--- src/rtl/lpc_io_pkg.sv ---
package lpc_io_pkg;

    localparam int unsigned IO_ADDR_W  = 16;
    localparam int unsigned IO_DATA_W  = 8;
    localparam int unsigned NIB_W      = 4;
    localparam int unsigned ADDR_NIBS  = IO_ADDR_W / NIB_W;

    localparam logic [NIB_W-1:0] NIB_START   = 4'b0000;
    localparam logic [NIB_W-1:0] NIB_RELEASE = 4'b1111;
    localparam logic [NIB_W-1:0] SYNC_DONE   = 4'b0000;
    localparam logic [NIB_W-1:0] SYNC_SHORT  = 4'b0101;
    localparam logic [NIB_W-1:0] SYNC_LONG   = 4'b0110;
    localparam logic [NIB_W-1:0] SYNC_FAIL   = 4'b1010;

    typedef enum logic [3:0] {
        S_IDLE    = 4'd0,
        S_START   = 4'd1,
        S_ADDR    = 4'd2,
        S_WDATA   = 4'd3,
        S_TAR_IN  = 4'd4,
        S_SYNC    = 4'd5,
        S_FINAL   = 4'd6,
        S_RDATA   = 4'd7,
        S_TAR_OUT = 4'd8
    } lpc_state_e;

    typedef enum logic [1:0] {
        CYC_NONE  = 2'd0,
        CYC_IO_RD = 2'd1,
        CYC_IO_WR = 2'd2
    } cyc_kind_e;

    typedef struct packed {
        lpc_state_e             state;
        logic                   is_wr;
        logic [1:0]             cnt;
        logic [IO_ADDR_W-1:0]   addr;
        logic [IO_DATA_W-1:0]   wdata;
        logic [IO_DATA_W-1:0]   rdata;
        logic                   err;
        logic                   first;
    } lpc_regs_t;

endpackage

--- src/rtl/lpc_cycle_decode.sv ---
module lpc_cycle_decode
    import lpc_io_pkg::*;
(
    input  logic [2:0] type_hi,
    output cyc_kind_e  kind
);
    always_comb begin
        unique case (type_hi)
            3'b000:  kind = CYC_IO_RD;
            3'b001:  kind = CYC_IO_WR;
            default: kind = CYC_NONE;
        endcase
    end
endmodule

--- src/rtl/lpc_addr_window.sv ---
module lpc_addr_window #(
    parameter int unsigned W    = 16,
    parameter int unsigned BASE = 16'h03F8,
    parameter int unsigned SIZE = 8
) (
    input  logic [W-1:0] addr,
    output logic         hit
);
    localparam bit ALIGNED_POW2 = ((SIZE & (SIZE - 1)) == 0) && ((BASE % SIZE) == 0);

    generate
        if (ALIGNED_POW2) begin : g_mask
            localparam logic [W-1:0] MASK = ~W'(SIZE - 1);
            localparam logic [W-1:0] BVAL = W'(BASE);
            assign hit = (addr & MASK) == BVAL;
        end else begin : g_range
            localparam logic [W:0] LO = (W + 1)'(BASE);
            localparam logic [W:0] HI = (W + 1)'(BASE + SIZE);
            assign hit = ({1'b0, addr} >= LO) && ({1'b0, addr} < HI);
        end
    endgenerate
endmodule

--- src/rtl/lpc_lad_driver.sv ---
module lpc_lad_driver
    import lpc_io_pkg::*;
(
    input  lpc_state_e             state,
    input  logic                   first,
    input  logic                   err,
    input  logic                   hi_nib,
    input  logic [IO_DATA_W-1:0]   rdata,
    output logic [NIB_W-1:0]       lad_out,
    output logic                   lad_oe
);
    always_comb begin
        lad_oe  = 1'b1;
        lad_out = NIB_RELEASE;
        case (state)
            S_SYNC:    lad_out = first ? SYNC_SHORT : SYNC_LONG;
            S_FINAL:   lad_out = err ? SYNC_FAIL : SYNC_DONE;
            S_RDATA:   lad_out = hi_nib ? rdata[7:4] : rdata[3:0];
            S_TAR_OUT: lad_out = NIB_RELEASE;
            default: begin
                lad_oe  = 1'b0;
                lad_out = NIB_RELEASE;
            end
        endcase
    end
endmodule

--- src/rtl/lpc_io_target.sv ---
module lpc_io_target
    import lpc_io_pkg::*;
#(
    parameter int unsigned WIN_BASE = 16'h03F8,
    parameter int unsigned WIN_SIZE = 8
) (
    input  logic        lclk,
    input  logic        lreset_n,
    input  logic        lframe_n,
    input  logic [3:0]  lad_in,
    output logic [3:0]  lad_out,
    output logic        lad_oe,
    output logic [15:0] loc_addr,
    output logic [7:0]  loc_wdata,
    input  logic [7:0]  loc_rdata,
    output logic        loc_rd_stb,
    output logic        loc_wr_stb,
    input  logic        loc_ready,
    input  logic        loc_err
);
    localparam logic [1:0] LAST_ADDR = 2'(ADDR_NIBS - 1);

    lpc_regs_t q, d;

    cyc_kind_e            kind;
    logic                 addr_hit;
    logic [IO_ADDR_W-1:0] addr_next;
    logic                 start_seen;

    assign addr_next  = {q.addr[IO_ADDR_W-NIB_W-1:0], lad_in};
    assign start_seen = !lframe_n && (lad_in == NIB_START);

    lpc_cycle_decode u_decode (
        .type_hi (lad_in[3:1]),
        .kind    (kind)
    );

    lpc_addr_window #(
        .W    (IO_ADDR_W),
        .BASE (WIN_BASE),
        .SIZE (WIN_SIZE)
    ) u_window (
        .addr (addr_next),
        .hit  (addr_hit)
    );

    always_comb begin
        d       = q;
        d.first = 1'b0;
        case (q.state)
            S_IDLE: begin
                if (start_seen) d.state = S_START;
            end
            S_START: begin
                if (!lframe_n) begin
                    d.state = start_seen ? S_START : S_IDLE;
                end else begin
                    d.cnt = 2'd0;
                    case (kind)
                        CYC_IO_RD: begin d.state = S_ADDR; d.is_wr = 1'b0; end
                        CYC_IO_WR: begin d.state = S_ADDR; d.is_wr = 1'b1; end
                        default:   d.state = S_IDLE;
                    endcase
                end
            end
            S_ADDR: begin
                d.addr = addr_next;
                d.cnt  = q.cnt + 2'd1;
                if (q.cnt == LAST_ADDR) begin
                    d.cnt = 2'd0;
                    if (!addr_hit)   d.state = S_IDLE;
                    else if (q.is_wr) d.state = S_WDATA;
                    else             d.state = S_TAR_IN;
                end
            end
            S_WDATA: begin
                if (q.cnt == 2'd0) begin
                    d.wdata[3:0] = lad_in;
                    d.cnt        = 2'd1;
                end else begin
                    d.wdata[7:4] = lad_in;
                    d.cnt        = 2'd0;
                    d.state      = S_TAR_IN;
                end
            end
            S_TAR_IN: begin
                if (q.cnt == 2'd0) begin
                    d.cnt = 2'd1;
                end else begin
                    d.cnt   = 2'd0;
                    d.state = S_SYNC;
                    d.first = 1'b1;
                end
            end
            S_SYNC: begin
                if (loc_ready) begin
                    d.state = S_FINAL;
                    d.err   = loc_err;
                    d.rdata = loc_rdata;
                end
            end
            S_FINAL: begin
                d.cnt   = 2'd0;
                d.state = q.is_wr ? S_TAR_OUT : S_RDATA;
            end
            S_RDATA: begin
                if (q.cnt == 2'd0) d.cnt = 2'd1;
                else               d.state = S_TAR_OUT;
            end
            S_TAR_OUT: d.state = S_IDLE;
            default:   d.state = S_IDLE;
        endcase

        // a fresh frame strobe during any claimed phase abandons the cycle
        if (!lframe_n && (q.state != S_IDLE) && (q.state != S_START)) begin
            d.state = start_seen ? S_START : S_IDLE;
            d.first = 1'b0;
            d.cnt   = 2'd0;
        end
    end

    always_ff @(posedge lclk or negedge lreset_n) begin
        if (!lreset_n) q <= '0;
        else           q <= d;
    end

    lpc_lad_driver u_drv (
        .state   (q.state),
        .first   (q.first),
        .err     (q.err),
        .hi_nib  (q.cnt[0]),
        .rdata   (q.rdata),
        .lad_out (lad_out),
        .lad_oe  (lad_oe)
    );

    assign loc_addr   = q.addr;
    assign loc_wdata  = q.wdata;
    assign loc_rd_stb = (q.state == S_SYNC) && q.first && !q.is_wr;
    assign loc_wr_stb = (q.state == S_SYNC) && q.first && q.is_wr;

endmodule

--- config.mk ---
export PLATFORM = sky130hd
export DESIGN_NAME = lpc_io_target
export DESIGN_NICKNAME = d
export VERILOG_FILES = /design/src/rtl/lpc_io_pkg.sv /design/src/rtl/lpc_cycle_decode.sv /design/src/rtl/lpc_addr_window.sv /design/src/rtl/lpc_lad_driver.sv /design/src/rtl/lpc_io_target.sv
export SDC_FILE = /design/constraint.sdc
export NUM_CORES = 1
export LEC_CHECK = 0
export ABC_AREA = 1
export BUFFER_PORTS_ARGS = -buffer_cell sky130_fd_sc_hd__buf_2
export CORE_MARGIN = 2
export CORE_UTILIZATION = 55
export CTS_CLUSTER_SIZE = 28
export DETAILED_ROUTE_END_ITERATION = 16
export PLACE_DENSITY_LB_ADDON = 0.12
export SETUP_SLACK_MARGIN = 0.02
export SYNTH_ARGS = -nofsm -noshare
export SYNTH_HDL_FRONTEND = slang
export SYNTH_SLANG_ARGS = --single-unit
--- constraint.sdc ---
create_clock -name lclk -period 2.66 [get_ports lclk]
set_input_delay 0.133 -clock lclk [delete_from_list [all_inputs] [get_ports lclk]]
set_output_delay 0.133 -clock lclk [all_outputs]
set_load 0.01 [all_outputs]
# Yosys cells after proc, flatten, opt, wreduce, memory -nomap -nowiden
# Index checks and enable logic that the tools add are counted.
# classes
n_addsub,1
eq_ne,22
n_mux,30
n_bitwise,1
n_reduce_logical,24
# op_table
operator,count
two-way mux 4 bit,11
case mux 4 bit (8 select lines),1
inequality test 3 bit (second input constant),8
equality test 4 x 3 -> 1 bit (second input constant),4
two-way mux 2 bit,7
equality test 13 x 7 -> 1 bit (second input constant),1
case mux 4 bit (3 select lines),1
case mux 2 bit (5 select lines),1
equality test 4 x 2 -> 1 bit (second input constant),2
logical NOT 4 bit,2
logical AND 1 bit,6
two-way mux 1 bit,6
AND reduction 2 bit,3
AND reduction 3 bit,2
AND reduction 6 bit,1
nonzero test 6 bit,1
equality test 2 bit (second input constant),2
equality test 4 x 1 -> 1 bit (second input constant),1
equality test 4 bit (second input constant),1
inequality test 4 x 1 -> 1 bit (second input constant),1
case mux 2 bit (2 select lines),1
nonzero test 4 bit,1
OR reduction 2 bit,2
OR reduction 4 bit,1
other kinds (10),11
# totals
register_bits,41
inputBits,17
out_inout_bits,31

# Longest topological paths before layout
# Gate-level depths: netlist (run 1).
# logic_depth
word_depth,8
depth_mapped,12
ltp_nobuf,11

# By module
# From an unflattened synthesis (run 1), not the netlist that was laid out.
# unflattened
cells_unflattened,330
area_unflattened_um2,2456.1
# by_module_without_submodules
module,n_inst,cells_per_inst,area_per_inst_um2
lpc_io_target,1,267,2184.6
lpc_lad_driver,1,38,173.9
lpc_addr_window,1,19,75.1
lpc_cycle_decode,1,6,22.5

# Least setup slack after synthesis (run 1)
# Ideal clock, no wire load.
# synth_timing
kind,reg-to-reg
start,reg q[40] (netlist bit)
end,reg q[1] (netlist bit)
arrival_time_ns,1.257
t_required_ns,2.535
setup_slack_ns,1.278
stages_incl_launch_ff,6
path_buffers,0
synth_period_minus_slack_ns,1.382
cell_sequence,dfrtp_1 inv_2 nand2_2 nor3_4 nand2_4 mux2_4
# synth_between
elab_chain_len,2
# synth_rtl
item,line_no,text
from (decl),lpc_io_target.sv:23,"lpc_regs_t q, d;"
from (signal assigned),lpc_io_target.sv:123,if (!lreset_n) q <= '0;
from (signal assigned),lpc_io_target.sv:124,else q <= d;
equality test 4 x 3 -> 1 bit,lpc_io_target.sv:50,case (q.state)
AND reduction 2 bit (no line),n/a,
# Every way passes these cells.
# A chain may end at the register's enable or synchronous reset.

# Final worst setup path (run 1)
# layout_timing
start,reg q[38] (netlist bit)
end,out lad_out[1]
# layout_between
elab_chain_len,2
# layout_rtl
item,line_no,text
equality test 4 x 3 -> 1 bit,lpc_lad_driver.sv:15,case (state)
case mux 4 bit (3 select lines) (*),lpc_lad_driver.sv:15,
to (decl),lpc_io_target.sv:11,"output logic [3:0] lad_out,"
# Mark *: on every way between the ends. The rest lies on a longest branch, timed or not.

==> results of run 1 <==
## flip-flops by register name, indices dropped and copies added (netlist names)
signal	count
loc_addr	16
loc_wdata	8
q	17
## layout make-up
| cell class | count | area (sq um) | share of cell area |
|---|---|---|---|
| Clock buffer | 6 | 72.57 | 0.02941 |
| Clock inverter | 2 | 10.01 | 0.004057 |
| Inverter | 33 | 123.9 | 0.05020 |
| Multi-Input combinational cell | 176 | 919.6 | 0.3727 |
| Sequential cell | 41 | 1026 | 0.4158 |
| Tap cell | 50 | 62.56 | 0.02535 |
| Timing Repair Buffer | 49 | 252.7 | 0.1024 |
## placed cells by master (no fill, tap or decap), types with 2 or more instances in the layout
cell      synthesis  layout
clkinv_2          0       2
a21oi_1           2       2
nor3_1            2       2
nor2_1           26      26
buf_2             1      47
clkbuf_8          0       5
inv_1            29      29
nand2_2           3       3
dfrtp_1          41      41
ha_1              2       2
mux2_4            9       9
nor2_4            2       2
nand3_1          14      14
o311ai_0          2       2
nand4_1           2       2
nand2_1          79      79
nand2_4           2       2
o21ai_1           2       2
o21ai_0          21      21
nor2_2            2       2
inv_2             4       4
## cells by family (layout without fill, tap and decap cells)
logic type      count (synthesis)  count (layout)  synth area share
mux                             9               9           0.05924
flops                          41              41            0.4498
buf+inv                        62              90            0.1470
simple gates                  134             134            0.2584
compound gates                 31              31           0.07461
fa+ha+maj                       2               2           0.01097
## Yosys cell counts (all sizes together)
cell type and number:
o31ai 1, clkbuf 2, nor3 4, o21ai 23
nand2 84, ha 2, o311ai 2, nand3 14
dfrtp 41, a21oi 2, inv 33, nand4 2
nor2 30, mux2 9, a31oi 1, buf 27
o22ai 1, o21bai 1
## routing by layer
layer  GRT usage  vias up  routed length (um)
met5           0        -                   0
met4     0.07750        0                  48
li1            -      908                   -
met2      0.3281       50                2090
met3     0.06250        4                 243
met1      0.3088      828                2148
## stage by stage
step | setup slack (ps) | util | std cells | hold slack [ps] | cell area, sq um
floorplan | 1278 | - | 279 | -162.6 | 2281
global placement | 934.2 | 0.5937 | 348 | 313.1 | 2375
detailed placement | 871.2 | 0.5937 | 348 | 322.4 | 2375
CTS | 727.2 | 0.6168 | 357 | 51.74 | 2467
global route | 524.0 | 0.6168 | 357 | 51.60 | 2467
finish | 714.8 | 0.6168 | 357 | 59.13 | 2467
## worst max-delay path by stage
stage | start | cells past startpoint | endpoint | slack [ps]
3_5_place_dp | q[38] | 9 | q[39] | 870
3_3_place_gp | q[38] | 9 | q[39] | 930
6_report | q[38] | 6 | lad_out[1] | 710
4_1_cts | q[38] | 6 | lad_out[1] | 730
2_1_floorplan | q[40] | 5 | q[1] | 1280
5_1_grt | q[38] | 6 | lad_out[1] | 520
## report_power, final
part | total [mW] | switching [mW] | leakage (nW) | internal, mW
registers | 1.08 | 0.207 | 0.512 | 0.877
clock network | 0.395 | 0.213 | 0.0450 | 0.182
logic | 1.15 | 0.682 | 0.832 | 0.466
## worst max-delay path, cell delays in order (launching register included)
cell	delay, ps
dfrtp_1	550
nor2_1	170
nor2_1	160
inv_1	70
a21oi_1	210
o311ai_0	180
buf_2	170
==> out/metrics.yaml, run 1 <==
synthesis:
  syn_avg_cell_area_sq_um: 8.175
  ys_seq_area_frac: 0.4498
  ys_types: 28
  synth_area_leaders: "dfrtp_1 (45%), nand2_1 (13%), buf_4 (8.2%)"
  synth_area_leader_cell: "dfrtp_1"
  synthCells: 279
  synth_area_sq_um: 2281
  synth-warning-count: 0
  yosysTopAreaCellShare: 0.4498
  synth-seq-cells: 41
  synth_nets: 298
worst_setup_path:
  critPathRequiredTime_ps: 2530
  setup.worst_path.end_class: "output port"
  r2r_setup_slack_ps: 850
  start_kind: "register"
  crit_fanout: 10
  rr_endpoint: "q[39]"
  worstPathArrival_ps: 1810
  r2r_cells: 9
  worst_r2r_startpoint: "q[38]"
  crit_type: "register to output port"
sta:
  fin_crit_ps: 1945
  drv_slew: 0
  finalCritPeriodShare: 0.7313
  rsz0062_at_grt: "false"
  setup_violations: 0
  hold_viol_final: 0
  fmax_ghz: 0.5141
  fin_skew_ps: 5.136
  relSlewSlack: 0.3983
  setup_tns_ps: 0
  worst_slew_pin_slew_ps: 902.6
power_and_ir_drop:
  power_density_nw_per_um2: 1065
  finalPower_mw: 2.627
  cellLeakagePower_nw: 1.388
  ir_drop_v: 0.0005652
clocking:
  htree_levels: 2
  cts_buffers: 5
  clk_pin_slew_ps: 80
  postCtsHoldBufs: 1
  cts_setup_buffers: 0
  root_buffer: "clkbuf_8"
  cts-resized-gates: 0
  clk_latency_ps: 300
  cts_sinks: 41
  clk_path_buf_depth: 2
  cts_tree: "yes"
route:
  drt_iter0_drc: 100
  wirelength_um: 4530
  drtAntennaViolNets: 0
  via_count: 1790
  vias_per_cell: 5.014
  wl_per_cell_um: 12.69
  first_pass_iters: 4
  drc: 0
global_routing:
  grt_first_pass_wirelength_um: 7521
  grtUsageTotal: 0.2214
  grt-ovfl-total: 0
  grt_max_degree: 42
  antenna_found_initial: 0
  grt_pass1_vias: 1618
status:
  outcome: "finished, final reports clean"
placed_design:
  dp_hpwl_um: 3386
  gp_congestion: 0.8583
  port_buffers: 47
worst_hold_path:
  worstHoldPathCells: 2
  hold_path_end: "q[6]"
  hp-start: "loc_rdata[4]"
  hp-class: "input pin to register"
layout:
  nets: 325
  n_antenna_cell: 0
  area_growth_pct: 8.173
  fillers: 391
  drive_gt1_frac: 0.2573
floorplanning:
  design.core.area_sq_um: 4000
  num_rows: 23
  dieArea_sq_um: 4679
  initial_core_util: 0.5702
  die_w_um: 68.40
  dieHeight_um: 68.40
  pin_count: 48
flow_run:
  max_cap_violations: 0
Power figures use the tool's default switching activity.
==> inputs of run 2 (changes only) <==
--- a/config.mk
+++ b/config.mk
@@ -8,7 +8,7 @@
 export ABC_AREA = 1
 export BUFFER_PORTS_ARGS = -buffer_cell sky130_fd_sc_hd__buf_2
 export CORE_MARGIN = 2
-export CORE_UTILIZATION = 55
+export CORE_UTILIZATION = 54
 export CTS_CLUSTER_SIZE = 28
 export DETAILED_ROUTE_END_ITERATION = 16
 export PLACE_DENSITY_LB_ADDON = 0.12
==> constraint.sdc (replaced) <==
create_clock -name lclk -period 1.96 [get_ports lclk]
set_input_delay 0.098 -clock lclk [delete_from_list [all_inputs] [get_ports lclk]]
set_output_delay 0.098 -clock lclk [all_outputs]
set_load 0.01 [all_outputs]
==> run 2 against run 1 <==
  * Sequential share of layout area shrank 0.93 points
  * Largest cell class unchanged
  * Critical endpoint is now lad_out[0]
  * Clock skew down 2.0 ps
  * Combinational power up 36%
  * Largest power group unchanged
  * Routed wire length is 2.4% higher
==> out/metrics.yaml, run 2 (synthesis gave the netlist of run 1 again) <==
clocking:
  root_buffer: "clkbuf_8"  # unchanged
  cts_sinks: 41  # unchanged
  htree_levels: 2  # unchanged
  clk_pin_slew_ps: 70  # was 80 ps
  cts_setup_buffers: 0  # unchanged
  cts_buffers: 5  # unchanged
  clk_latency_ps: 290  # was 300 ps
  cts_tree: "yes"  # unchanged
  clk_path_buf_depth: 2  # unchanged
route:
  vias_per_cell: 4.883  # was 5.014
  drtAntennaViolNets: 0  # unchanged
  wl_per_cell_um: 12.88  # was 12.69 um
  drt_iter0_drc: 152  # was 100
  drc: 0  # unchanged
  via_count: 1758  # was 1790
  first_pass_iters: 4  # unchanged
  wirelength_um: 4638  # was 4530 um
global_routing:
  grt_pass1_vias: 1582  # was 1618
  grt-ovfl-total: 0  # unchanged
  antenna_found_initial: 0  # unchanged
  grt_max_degree: 28  # was 42
  grt_first_pass_wirelength_um: 7569  # was 7521 um
  grtUsageTotal: 0.2201  # was 0.2214
sta:
  drv_slew: 0  # unchanged
  finalCritPeriodShare: 0.9147
  fin_crit_ps: 1793
  rsz0062_at_grt: "false"  # unchanged
  setup_tns_ps: 0  # unchanged
  relSlewSlack: 0.6026  # was 0.3983
  hold_viol_final: 0  # unchanged
  fmax_ghz: 0.5578
  setup_violations: 0  # unchanged
  worst_slew_pin_slew_ps: 596.1  # was 902.6 ps
  fin_skew_ps: 3.118  # was 5.136 ps
floorplanning:
  initial_core_util: 0.5661  # was 0.5702
  dieArea_sq_um: 4760  # was 4679 sq um
  num_rows: 23  # unchanged
  dieHeight_um: 68.99  # was 68.40 um
  die_w_um: 68.99  # was 68.40 um
  design.core.area_sq_um: 4029  # was 4000 sq um
  pin_count: 48  # unchanged
placed_design:
  dp_cells: 351  # was 348
  gp_congestion: 0.8889  # was 0.8583
  port_buffers: 47  # unchanged
  dp_hpwl_um: 3495  # was 3386 um
worst_hold_path:
  hp-start: "loc_rdata[3]"  # was loc_rdata[4]
  hold_path_end: "q[5]"  # was q[6]
  hp-class: "input pin to register"  # unchanged
  worstHoldPathCells: 2  # unchanged
layout:
  fillers: 376  # was 391
  top_register: "q"  # unchanged
  n_antenna_cell: 0  # unchanged
  drive_gt1_frac: 0.2742  # was 0.2573
  largest_reg_flops: 17  # unchanged
  mostFrequentLayoutCell: "nand2_1"  # unchanged
  area_growth_pct: 10.92  # was 8.173%
  stdcell_count: 360  # was 357
  final_cell_mix: "nand2_1 (79), buf_2 (47), dfrtp_1 (39), inv_1 (29), nor2_1 (26)"  # was nand2_1 (79), buf_2 (47), dfrtp_1 (41), inv_1 (29), nor2_1 (26)
  nets: 328  # was 325
worst_setup_path:
  crit_fanout: 4  # was 10
  worst_r2r_startpoint: "q[40]"  # was q[38]
  rr_endpoint: "q[7]"  # was q[39]
  crit_type: "register to output port"  # unchanged
  setup.worst_path.end_class: "output port"  # unchanged
  slowest_stage: "dfrtp_1"  # unchanged
  start_kind: "register"  # unchanged
  r2r_cells: 5  # was 9
  worstPathArrival_ps: 1690  # was 1810 ps
  critPathRequiredTime_ps: 1860  # was 2530 ps
  r2r_setup_slack_ps: 400  # was 850 ps
  worstPathCellList: "inv_2, nand2_2, nor3_4, nand2_1, o311ai_0, buf_2"  # was nor2_1, nor2_1, inv_1, a21oi_1, o311ai_0, buf_2
  slowest_delay_ps: 460  # was 550 ps
flow_run:
  max_cap_violations: 0  # unchanged
power_and_ir_drop:
  power_density_nw_per_um2: 1480  # was 1065 nW/um^2
  cellLeakagePower_nw: 1.414  # was 1.388 nW
  finalPower_mw: 3.744  # was 2.627 mW
  ir_drop_v: 0.0006622  # was 0.0005652 V
status:
  outcome: "finished, final reports clean"  # unchanged
-- run 2: cell types whose count changed in the layout (fill, tap and decap cells not counted), sizes merged --
cell    delta
buf        +3
bufinv     +1
clkinv     -2
clkbuf     +1
-- run 2: critical path, delay by kind of cell, from the launching register on --
kind	cells	cell delay [ps]
AOI/OAI and AO/OA	1	120
buffers and inverters	2	310
and+or+nand+nor	3	510
DFF	1	460
-- run 2: metrics by stage --
| stage | utilization | hold WS, ps | instance area, sq um | setup WS (ps) |
|---|---|---|---|---|
| after floorplan | - | -197.6 | 2281 | 578.0 |
| after global placement | 0.5950 | 139.1 | 2397 | 384.3 |
| after detailed placement | 0.5950 | 137.5 | 2397 | 409.1 |
| after CTS | 0.6264 | 25.38 | 2524 | 66.12 |
| after global routing | 0.6280 | 17.73 | 2530 | 33.80 |
| final | 0.6280 | 35.74 | 2530 | 167.1 |
-- run 2: layout make-up --
type / count / area (sq um) / area share
clock buffers: 7 / 86.33 / 0.03412
clock inverters: 1 / 30.03 / 0.01187
inverters: 33 / 123.9 / 0.04896
multi-input cells: 176 / 923.4 / 0.3650
flip-flops and latches: 41 / 1028 / 0.4065
well taps: 50 / 62.56 / 0.02473
repair buffers: 52 / 275.3 / 0.1088
-- run 2: worst max path at each step --
| stage | start | to | depth (start not counted) |
|---|---|---|---|
| floorplan | q[40] | q[1] | 5 |
| global placement | q[38] | lad_out[1] | 6 |
| detailed placement | q[37] | q[7] | 4 |
| CTS | q[38] | lad_out[1] | 6 |
| global route | q[39] | lad_out[1] | 5 |
| finish | q[40] | lad_out[0] | 6 |
-- run 2: power by group --
group | leakage [nW] | total, mW | switching [mW] | internal, mW
registers | 0.509 | 1.48 | 0.287 | 1.19
clock network | 0.0585 | 0.698 | 0.283 | 0.415
logic | 0.846 | 1.56 | 0.924 | 0.641
-- run 2: timing repair --
action,in CTS,in global routing
endpoints found under the hold margin,25,0
gates resized for setup,0,3
hold buffers,1,0
setup endpoints to repair,0,4
-- run 2: per-layer routing --
metal,GRT usage,routed length [um],vias up
li1,-,-,918
met5,0,0,-
met2,0.3125,2041,39
met1,0.3257,2383,796
met3,0.05519,168,5
met4,0.07353,46,0
